File: src/rtl/fcd_pkg.sv
package fcd_pkg;
  localparam int UNL_W = 11;
  localparam logic [UNL_W-1:0] UNL_FIRST  = 11'h555;
  localparam logic [UNL_W-1:0] UNL_SECOND = 11'h2AA;

  localparam logic [7:0] KEY_A      = 8'hAA;
  localparam logic [7:0] KEY_B      = 8'h55;
  localparam logic [7:0] OP_PROG    = 8'hA0;
  localparam logic [7:0] OP_IDENT   = 8'h90;
  localparam logic [7:0] OP_ERASE   = 8'h80;
  localparam logic [7:0] OP_BYPASS  = 8'h20;
  localparam logic [7:0] OP_CHIP    = 8'h10;
  localparam logic [7:0] OP_SECTOR  = 8'h30;
  localparam logic [7:0] OP_RESET   = 8'hF0;
  localparam logic [7:0] OP_SUSPEND = 8'hB0;
  localparam logic [7:0] OP_BPEXIT  = 8'h00;

  typedef enum logic [3:0] {
    CMD_NONE, CMD_PROGRAM, CMD_CHIP, CMD_SECTOR, CMD_AUTOSEL,
    CMD_RESET, CMD_BP_ENTER, CMD_BP_EXIT, CMD_SUSPEND, CMD_RESUME
  } cmd_e;

  typedef enum logic [1:0] {
    MODE_READ = 2'd0, MODE_AUTO = 2'd1, MODE_BYPASS = 2'd2, MODE_SUSP = 2'd3
  } mode_e;

  typedef enum logic [3:0] {
    ST_IDLE, ST_UNL1, ST_UNL2, ST_PROG, ST_ERS1, ST_ERS2, ST_ERS3,
    ST_BP_PROG, ST_BP_EXIT
  } seq_e;

  typedef struct packed {
    cmd_e cmd;
    logic setAuto;
    logic clrAuto;
    logic setBypass;
    logic clrBypass;
    logic setSusp;
    logic clrSusp;
  } ctl_t;
endpackage

File: src/rtl/fcd_ctrl.sv
module fcd_ctrl
  import fcd_pkg::*;
(
  input  logic       clk,
  input  logic       rstN,
  input  logic       wrValid,
  input  logic       isUnlockA,
  input  logic       isUnlockB,
  input  logic [7:0] cmdByte,
  input  logic       engineBusy,
  input  logic       eraseActive,
  input  logic       autoQ,
  input  logic       bypassQ,
  input  logic       suspQ,
  output ctl_t       ctl
);
  seq_e state, stateNext;
  logic dataPhase;

  assign dataPhase = (state == ST_PROG) || (state == ST_BP_PROG);

  always_comb begin
    ctl       = '0;
    ctl.cmd   = CMD_NONE;
    stateNext = state;
    if (wrValid) begin
      stateNext = ST_IDLE;
      if (!dataPhase && cmdByte == OP_SUSPEND) begin
        if (eraseActive && !suspQ) begin
          ctl.cmd     = CMD_SUSPEND;
          ctl.setSusp = 1'b1;
        end
      end else if (engineBusy) begin
        stateNext = ST_IDLE;
      end else if (!dataPhase && cmdByte == OP_RESET) begin
        ctl.cmd     = CMD_RESET;
        ctl.clrAuto = 1'b1;
      end else if (!autoQ) begin
        unique case (state)
          ST_IDLE: begin
            if (suspQ && cmdByte == OP_SECTOR) begin
              ctl.cmd     = CMD_RESUME;
              ctl.clrSusp = 1'b1;
            end else if (bypassQ) begin
              if (cmdByte == OP_PROG)       stateNext = ST_BP_PROG;
              else if (cmdByte == OP_IDENT) stateNext = ST_BP_EXIT;
            end else if (cmdByte == KEY_A && isUnlockA) begin
              stateNext = ST_UNL1;
            end
          end
          ST_UNL1: if (cmdByte == KEY_B && isUnlockB) stateNext = ST_UNL2;
          ST_UNL2: begin
            if (isUnlockA) begin
              if (cmdByte == OP_PROG) stateNext = ST_PROG;
              else if (cmdByte == OP_IDENT) begin
                ctl.cmd     = CMD_AUTOSEL;
                ctl.setAuto = 1'b1;
              end else if (cmdByte == OP_ERASE && !suspQ) stateNext = ST_ERS1;
              else if (cmdByte == OP_BYPASS) begin
                ctl.cmd       = CMD_BP_ENTER;
                ctl.setBypass = 1'b1;
              end
            end
          end
          ST_PROG:    ctl.cmd = CMD_PROGRAM;
          ST_BP_PROG: ctl.cmd = CMD_PROGRAM;
          ST_ERS1: if (cmdByte == KEY_A && isUnlockA) stateNext = ST_ERS2;
          ST_ERS2: if (cmdByte == KEY_B && isUnlockB) stateNext = ST_ERS3;
          ST_ERS3: begin
            if (cmdByte == OP_CHIP && isUnlockA) ctl.cmd = CMD_CHIP;
            else if (cmdByte == OP_SECTOR)       ctl.cmd = CMD_SECTOR;
          end
          ST_BP_EXIT: begin
            if (cmdByte == OP_BPEXIT) begin
              ctl.cmd       = CMD_BP_EXIT;
              ctl.clrBypass = 1'b1;
            end
          end
          default: stateNext = ST_IDLE;
        endcase
      end
    end
  end

  always_ff @(posedge clk) begin
    if (!rstN) state <= ST_IDLE;
    else       state <= stateNext;
  end

  AST_IDLE_HOLD: assert property (@(posedge clk) disable iff (!rstN)
    (state == ST_IDLE && !wrValid) |=> (state == ST_IDLE));
endmodule

File: src/rtl/fcd_datapath.sv
module fcd_datapath
  import fcd_pkg::*;
#(
  parameter int ADDR_W = 18,
  parameter int DATA_W = 16
) (
  input  logic              clk,
  input  logic              rstN,
  input  logic              wrValid,
  input  logic [ADDR_W-1:0] wrAddr,
  input  logic [DATA_W-1:0] wrData,
  input  logic              byteMode,
  input  logic              engineBusy,
  input  logic              eraseActive,
  input  ctl_t              ctl,
  output logic              isUnlockA,
  output logic              isUnlockB,
  output logic [7:0]        cmdByte,
  output logic              autoQ,
  output logic              bypassQ,
  output logic              suspQ,
  output logic              cmdProgram,
  output logic              cmdChipErase,
  output logic              cmdSectorErase,
  output logic              cmdAutoselect,
  output logic              cmdReset,
  output logic              cmdBypassEnter,
  output logic              cmdBypassExit,
  output logic              cmdSuspend,
  output logic              cmdResume,
  output logic [ADDR_W-1:0] opAddr,
  output logic [DATA_W-1:0] opData,
  output logic [1:0]        mode
);
  localparam int BYTE_W = UNL_W + 1;

  cmd_e cmdQ;

  assign cmdByte = wrData[7:0];

  always_comb begin
    if (byteMode) begin
      isUnlockA = (wrAddr[BYTE_W-1:0] == {UNL_FIRST, 1'b0});
      isUnlockB = (wrAddr[BYTE_W-1:0] == {UNL_SECOND, 1'b1});
    end else begin
      isUnlockA = (wrAddr[UNL_W-1:0] == UNL_FIRST);
      isUnlockB = (wrAddr[UNL_W-1:0] == UNL_SECOND);
    end
  end

  always_ff @(posedge clk) begin
    if (!rstN) begin
      cmdQ    <= CMD_NONE;
      opAddr  <= '0;
      opData  <= '0;
      autoQ   <= 1'b0;
      bypassQ <= 1'b0;
      suspQ   <= 1'b0;
    end else begin
      cmdQ <= ctl.cmd;
      if (ctl.cmd != CMD_NONE) begin
        opAddr <= wrAddr;
        opData <= wrData;
      end
      if (ctl.setAuto)        autoQ   <= 1'b1;
      else if (ctl.clrAuto)   autoQ   <= 1'b0;
      if (ctl.setBypass)      bypassQ <= 1'b1;
      else if (ctl.clrBypass) bypassQ <= 1'b0;
      if (ctl.setSusp)        suspQ   <= 1'b1;
      else if (ctl.clrSusp)   suspQ   <= 1'b0;
    end
  end

  assign cmdProgram     = (cmdQ == CMD_PROGRAM);
  assign cmdChipErase   = (cmdQ == CMD_CHIP);
  assign cmdSectorErase = (cmdQ == CMD_SECTOR);
  assign cmdAutoselect  = (cmdQ == CMD_AUTOSEL);
  assign cmdReset       = (cmdQ == CMD_RESET);
  assign cmdBypassEnter = (cmdQ == CMD_BP_ENTER);
  assign cmdBypassExit  = (cmdQ == CMD_BP_EXIT);
  assign cmdSuspend     = (cmdQ == CMD_SUSPEND);
  assign cmdResume      = (cmdQ == CMD_RESUME);

  always_comb begin
    if (autoQ)        mode = MODE_AUTO;
    else if (bypassQ) mode = MODE_BYPASS;
    else if (suspQ)   mode = MODE_SUSP;
    else              mode = MODE_READ;
  end

  AST_STROBE_AFTER_WRITE: assert property (@(posedge clk) disable iff (!rstN)
    (cmdQ != CMD_NONE) |-> $past(wrValid));
  AST_BUSY_NO_WORK: assert property (@(posedge clk) disable iff (!rstN)
    $past(engineBusy) |-> !(cmdProgram || cmdChipErase || cmdSectorErase));
  AST_SUSPEND_LEGAL: assert property (@(posedge clk) disable iff (!rstN)
    cmdSuspend |-> ($past(eraseActive) && !$past(suspQ)));
  AST_RESUME_LEGAL: assert property (@(posedge clk) disable iff (!rstN)
    cmdResume |-> ($past(suspQ) && !suspQ));
  AST_AUTO_EXIT: assert property (@(posedge clk) disable iff (!rstN)
    $fell(autoQ) |-> cmdReset);
  AST_BYPASS_EXIT: assert property (@(posedge clk) disable iff (!rstN)
    $fell(bypassQ) |-> cmdBypassExit);
  AST_NO_ERASE_SUSP: assert property (@(posedge clk) disable iff (!rstN)
    (cmdChipErase || cmdSectorErase) |-> !$past(suspQ));
endmodule

File: src/rtl/flash_cmd_decoder.sv
module flash_cmd_decoder
  import fcd_pkg::*;
#(
  parameter int ADDR_W = 18,
  parameter int DATA_W = 16
) (
  input  logic              clk,
  input  logic              rstN,
  input  logic              wrValid,
  input  logic [ADDR_W-1:0] wrAddr,
  input  logic [DATA_W-1:0] wrData,
  input  logic              byteMode,
  input  logic              engineBusy,
  input  logic              eraseActive,
  output logic              cmdProgram,
  output logic              cmdChipErase,
  output logic              cmdSectorErase,
  output logic              cmdAutoselect,
  output logic              cmdReset,
  output logic              cmdBypassEnter,
  output logic              cmdBypassExit,
  output logic              cmdSuspend,
  output logic              cmdResume,
  output logic [ADDR_W-1:0] opAddr,
  output logic [DATA_W-1:0] opData,
  output logic [1:0]        mode
);
  ctl_t       ctl;
  logic       isUnlockA, isUnlockB;
  logic [7:0] cmdByte;
  logic       autoQ, bypassQ, suspQ;

  fcd_ctrl i_ctrl (
    .clk(clk), .rstN(rstN), .wrValid(wrValid),
    .isUnlockA(isUnlockA), .isUnlockB(isUnlockB), .cmdByte(cmdByte),
    .engineBusy(engineBusy), .eraseActive(eraseActive),
    .autoQ(autoQ), .bypassQ(bypassQ), .suspQ(suspQ), .ctl(ctl)
  );

  fcd_datapath #(.ADDR_W(ADDR_W), .DATA_W(DATA_W)) i_datapath (
    .clk(clk), .rstN(rstN), .wrValid(wrValid), .wrAddr(wrAddr),
    .wrData(wrData), .byteMode(byteMode), .engineBusy(engineBusy),
    .eraseActive(eraseActive), .ctl(ctl),
    .isUnlockA(isUnlockA), .isUnlockB(isUnlockB), .cmdByte(cmdByte),
    .autoQ(autoQ), .bypassQ(bypassQ), .suspQ(suspQ),
    .cmdProgram(cmdProgram), .cmdChipErase(cmdChipErase),
    .cmdSectorErase(cmdSectorErase), .cmdAutoselect(cmdAutoselect),
    .cmdReset(cmdReset), .cmdBypassEnter(cmdBypassEnter),
    .cmdBypassExit(cmdBypassExit), .cmdSuspend(cmdSuspend),
    .cmdResume(cmdResume), .opAddr(opAddr), .opData(opData), .mode(mode)
  );
endmodule

File: config.mk
export PLATFORM = sky130hd
export DESIGN_NAME = flash_cmd_decoder
export DESIGN_NICKNAME = d
export VERILOG_FILES = /design/src/rtl/fcd_pkg.sv /design/src/rtl/fcd_ctrl.sv /design/src/rtl/fcd_datapath.sv /design/src/rtl/flash_cmd_decoder.sv
export SDC_FILE = /design/constraint.sdc
export NUM_CORES = 1
export LEC_CHECK = 0
export ABC_CLOCK_PERIOD_IN_PS = 5300
export CAP_MARGIN = 10
export CELL_PAD_IN_SITES_DETAIL_PLACEMENT = 2
export CELL_PAD_IN_SITES_GLOBAL_PLACEMENT = 2
export CORE_UTILIZATION = 27
export CTS_CLUSTER_SIZE = 8
export DETAILED_ROUTE_END_ITERATION = 10
export PLACE_DENSITY_LB_ADDON = 0.1
export SKIP_CTS_REPAIR_TIMING = 1
export SYNTH_ARGS = -nofsm -noshare
export SYNTH_HDL_FRONTEND = slang
export SYNTH_SLANG_ARGS = --single-unit
File: constraint.sdc
create_clock -name clk -period 5.3 [get_ports clk]
set_clock_uncertainty 0.15 [all_clocks]
set_input_delay 1.06 -clock clk [delete_from_list [all_inputs] [get_ports clk]]
set_output_delay 1.06 -clock clk [all_outputs]
set_load 0.005 [all_outputs]
Word-level counts from Yosys, hierarchy flattened --
Cells that the tools add are included.
Word-level totals: logic and storage cells 123, bits in registers 45, latch bits 0, memories 0, input bits 40, bits in writable memories 0, output and inout bits 45, ROM bits 0
Cells by class: multiply operators 0, equality and inequality tests 31, bitwise operators 0, div/mod/pow operators 0, shift-type cells 0, order comparisons 0, add/sub/neg operators 0, muxes and demuxes 67, reductions and logical operators 18
Operators with widths (count):
- $mux 4 | 18
- $eq 8x8->1 const B | 6
- $pmux 4 s5 | 2
- $eq 4x3->1 const B | 8
- $mux 1 | 29
- $mux 3 | 6
- $eq 4x2->1 const B | 4
- $eq 8x6->1 const B | 2
- $mux 5 | 3
- $mux 2 | 7
- $eq 12x11->1 const B | 1
- $eq 12x12->1 const B | 1
- $eq 4x4->1 const B | 3
- $eq 11x10->1 const B | 1
- $eq 11x11->1 const B | 1
- $mux 10 | 1
- $eq 4x1->1 const B | 2
- $eq 8x5->1 const B | 1
- $eq 8x7->1 const B | 1
- $logic_and 1x1->1 | 8
- $logic_not 8->1 | 1
- $mux 8 | 1
- $reduce_bool 2->1 | 3
- $logic_not 4->1 | 1
- 4 further kinds | 5

Logic depth before layout (Yosys ltp) --
depth in word-level cells 14, depth in mapped cells 9, mapped depth without buffers 7

Modules after synthesis --
Synthesis repeated with hierarchy kept, for this count alone.
Unflattened totals: cell total of the unflattened synthesis 304, area, all modules 2472.4 µm²
Modules (own cells, without submodules):
- fcd_datapath | cells an instance 206, area an instance 1810.5 µm², instances 1
- fcd_ctrl | cells an instance 98, area an instance 661.9 µm², instances 1

Least setup slack after synthesis --
Ideal clock, no wire load.
path kind input port to flip-flop, start point input wrAddr[0], end point register i_datapath.opAddr[0], stages on the path 9, arrival 2634 ps, path buffers 2, data required time 5030 ps, path slack 2396 ps, cells stage by stage nor4b_2 -> nand4_1 -> mux2i_1 -> nand3_1 -> o211a_1 -> o211a_1 -> buf_6 -> buf_6 -> mux2i_1
Between the ends: cells in the longest elaborated chain, start to end 11
Ends and longest elaborated chain:
- start, declared | line flash_cmd_decoder.sv:10 | input logic [ADDR_W-1:0] wrAddr,
- $eq 12x12->1 or $eq 11x11->1 (tied branches) | line fcd_datapath.sv:43, fcd_datapath.sv:46
- $mux 1 | line fcd_datapath.sv:42 | if (byteMode) begin
- $logic_and 1x1->1 | line fcd_ctrl.sv:70 | if (cmdByte == OP_CHIP && isUnlockA) ctl.cmd = CMD_CHIP;
- $mux 4 | line fcd_ctrl.sv:70
- $pmux 4 s5 | line fcd_ctrl.sv:39 | unique case (state)
- $mux 5 | line fcd_ctrl.sv:38 | end else if (!autoQ) begin
- $mux 4 | line fcd_ctrl.sv:35 | end else if (!dataPhase && cmdByte == OP_RESET) begin
- $mux 8 | line fcd_ctrl.sv:33 | end else if (engineBusy) begin
- $mux 4 | line fcd_ctrl.sv:28 | if (!dataPhase && cmdByte == OP_SUSPEND) begin
- $mux 10 | line fcd_ctrl.sv:26 | if (wrValid) begin
- $reduce_bool 4->1 | line fcd_datapath.sv:61 | if (ctl.cmd != CMD_NONE) begin
- end signal, assigned | line fcd_datapath.sv:62 | opAddr <= wrAddr;
- end, declared | line fcd_datapath.sv:31 | output logic [ADDR_W-1:0] opAddr,
Parallel ways exist; a longest one is shown, timed or not. A chain may end at the register's enable or synchronous reset.

Final worst setup path --
start point input wrData[0], end point register i_datapath.opAddr[4]
Between the ends: cells in the longest elaborated chain, start to end 13
Ends and longest elaborated chain:
- start, declared | line flash_cmd_decoder.sv:11 | input logic [DATA_W-1:0] wrData,
- $eq 8x6->1 or $eq 8x8->1 (tied branches) | line fcd_ctrl.sv:59, fcd_ctrl.sv:58
- $mux 3 or $logic_and 1x1->1 (tied branches) | line fcd_ctrl.sv:59, fcd_ctrl.sv:58
- $mux 3 | line fcd_ctrl.sv:58 | end else if (cmdByte == OP_ERASE && !suspQ) stateNext = ST_ERS1;
- $mux 4 | line fcd_ctrl.sv:55 | else if (cmdByte == OP_IDENT) begin
- $mux 5 | line fcd_ctrl.sv:54 | if (cmdByte == OP_PROG) stateNext = ST_PROG;
- $mux 5 | line fcd_ctrl.sv:53 | if (isUnlockA) begin
- $pmux 4 s5 | line fcd_ctrl.sv:39
- $mux 5 | line fcd_ctrl.sv:38
- $mux 4 | line fcd_ctrl.sv:35
- $mux 8 | line fcd_ctrl.sv:33
- $mux 4 * | line fcd_ctrl.sv:28
- $mux 10 * | line fcd_ctrl.sv:26
- $reduce_bool 4->1 * | line fcd_datapath.sv:61
Every way passes the cells marked *; elsewhere a longest branch is shown, timed or not.

==> results.toml <==
[power]
clock_power_share = 0.368
power.density_nw_per_um2 = 190
internal_power_uw = 480
peakVddDrop_v = 0.0000986
p_sw_frac = 0.257
comb_power_share = 0.107
leakage_uw = 0.00147
p_sw_uw = 166
power_frac_seq = 0.524

[setup_path]
crit_slowest_cell = "o211a_2"
critPathKind = "primary input to register"
worst_ep_arrival_time_ns = 4.05
cp_top_family = "simple AND/OR/NAND/NOR gates"
critPathLaunchType = "primary input"
cp_num_buf_inv = 2
slowest_delay_ns = 0.66
path_max_fanout = 20
setup.worst_path.end_class = "register"
cp_cell_sequence = "clkdlybuf4s50_1, nor4b_2, and4b_1, nor3_2, nor3_1, o211a_2, buf_4, mux2i_1"
critPathRequiredTime_ns = 5.38

[sta]
hold_viol = 0
setup_violations = 0
maxSlewViolCount = 0
period_share = 0.749
max_freq_mhz = 252
relSlewSlack = 0.538
worst_pin_slew_ns = 0.692
rsz0062_at_grt = "false"
finalSetupTns_ns = 0
min_period_ns = 3.97
layout_setup_ws_ns = 1.33

[synth]
synthArstFlopShare = 0
synth-main-ff-cell = "dfxtp_1"
synth_top_area_frac = 0.376
synth_edf_count = 0
syn_inst = 292
synth_commonest_cells = "nand2_1 (80), dfxtp_1 (45), mux2i_1 (35)"
ys_ff_latch = 45
postSynthNetCount = 332
ys_warn_count = 0
yosysMostFrequentCell = "nand2_1"
avgSynthCellArea_um2 = 8.20
post_synth_num_cell_types = 44
synth_area_leaders = "dfxtp_1 (38%), mux2i_1 (15%), nand2_1 (13%)"
netlist_area_um2 = 2390
yosysSeqAreaShare = 0.376
yosys.area.top_type = "dfxtp_1"

[floorplanning]
row_count = 33
ios = 85
die_w_um = 96.2
initial_core_util = 0.286
coreArea_um2 = 8380
die_area_um2 = 9250
die_h_um = 96.2

[detailed_routing]
detail_route.vias_per_cell = 4.97
dr.first_iter.drc_count = 81
first_pass_iters = 4
drc = 0
wire_per_inst_um = 16.4
postRouteWirelength_um = 7860
final_antenna_net_count = 0
vias = 2380

[clocking]
cts_root_buf = "clkbuf_8"
cts_tree = "done"
numCtsBuffers = 5
insertion_delay_ns = 0.30
htree_levels = 2
max-clock-path-buffers = 2
cts.clk_slew.worst_paths_ns = 0.09
cts_num_sinks = 45

[placement]
dpl.hpwl_um = 5970
io_buffers = 84
gp_congestion = 0.873
place_ws_ns = 0.965

[grt]
antenna_found_initial = 0
grt_max_degree = 71
grt_pass1_wl_um = 12800
grt-ovfl-total = 0
gr-usage-all-layers = 0.179
grt_pass1_vias = 2613

[cells_and_area]
post_route_cells_drive_above_1_share = 0.0615
nets = 413
area_growth_pct = 41.9
diodes = 0

[flow_run]
drv_cap = 0

[min_path]
hold_path.class = "register to register"

[run_status]
status = "completed"
registers in the layout, indices dropped and copies added, names as in the netlist:
register and cells:
i_datapath.bypassQ 1, i_datapath.suspQ 1, i_datapath.cmdQ 4, i_datapath.opAddr 18, i_datapath.autoQ 1, i_ctrl.state 4
i_datapath.opData 16
kinds of logic (layout without fill, tap and decap cells):
group,after synthesis,after routing,synth area share
simple gates,165,165,0.352
flops,45,45,0.376
mux,35,35,0.146
compound gates,29,29,0.0852
buf+inv,18,100,0.0408
path summary, 6_finish.rpt:
| check | start | endpoint | slack [ns] | cells past startpoint |
|---|---|---|---|---|
| setup / recovery | wrData[0] | i_datapath.opAddr[4] | 1.33 | 8 |
| hold / removal | i_datapath.opData[1] | i_datapath.opData[1] | 0.31 | 2 |
| setup reg to reg | i_ctrl.state[3] | i_datapath.opAddr[4] | 2.30 | 8 |
| hold reg to reg | i_datapath.opData[1] | i_datapath.opData[1] | 0.31 | 2 |
placed cells by master (no fill, tap or decap), types with 3 or more instances in the layout:
cell	instances
nand2_1	80
dfxtp_1	45
o21ai_0	5
nand2b_1	6
a31oi_1	3
nor2_1	27
nand4_1	5
nor3b_1	3
inv_1	5
clkbuf_8	6
and4b_1	5
nand3_1	8
mux2i_1	35
nor3_1	12
clkdlybuf4s50_1	83
a21oi_1	6
worst min-delay path: stages (launching register included):
cell and delay (ns):
dfxtp_1 0.32, nand2_1 0.05, mux2i_1 0.05
layer usage:
layer	share of wire	global-route usage	wire, um
met4	0.0069	0.0373	54
met3	0.038	0.0276	298
met1	0.46	0.221	3600
met2	0.50	0.327	3920
met5	0	0	0
metrics by stage:
| stage | cell area [um^2] | power, uW | utilization | hold WS [ns] | std cells |
|---|---|---|---|---|---|
| final | 3400 | 645 | 0.405 | 0.314 | 479 |
| after global routing | 3400 | 668 | 0.405 | 0.337 | 479 |
| after CTS | 3400 | 654 | 0.405 | 0.321 | 479 |
| after detailed placement | 3300 | 416 | 0.394 | 0.307 | 471 |
| after global placement | 3300 | 415 | 0.394 | 0.293 | 471 |
| after floorplan | 2390 | 371 | - | 0.304 | 292 |
final cells by class:
cell class	count	area, um^2
Fill cell	957	4980
Clock buffer	6	82.6
Multi-Input combinational cell	229	1400
Clock inverter	2	13.8
Sequential cell	45	901
Tap cell	105	131
Timing Repair Buffer	86	851
Inverter	6	22.5
power groups by stage:
stage          Clock, uW  Sequential, uW  Combinational [uW]
2_1_floorplan          0             346                25.1
5_1_grt              253             339                76.4
6_report             238             338                69.4
3_3_place_gp           0             346                68.5
4_1_cts              246             338                70.3
3_5_place_dp           0             346                69.5
No activity file was read; power rests on OpenSTA's default activity.
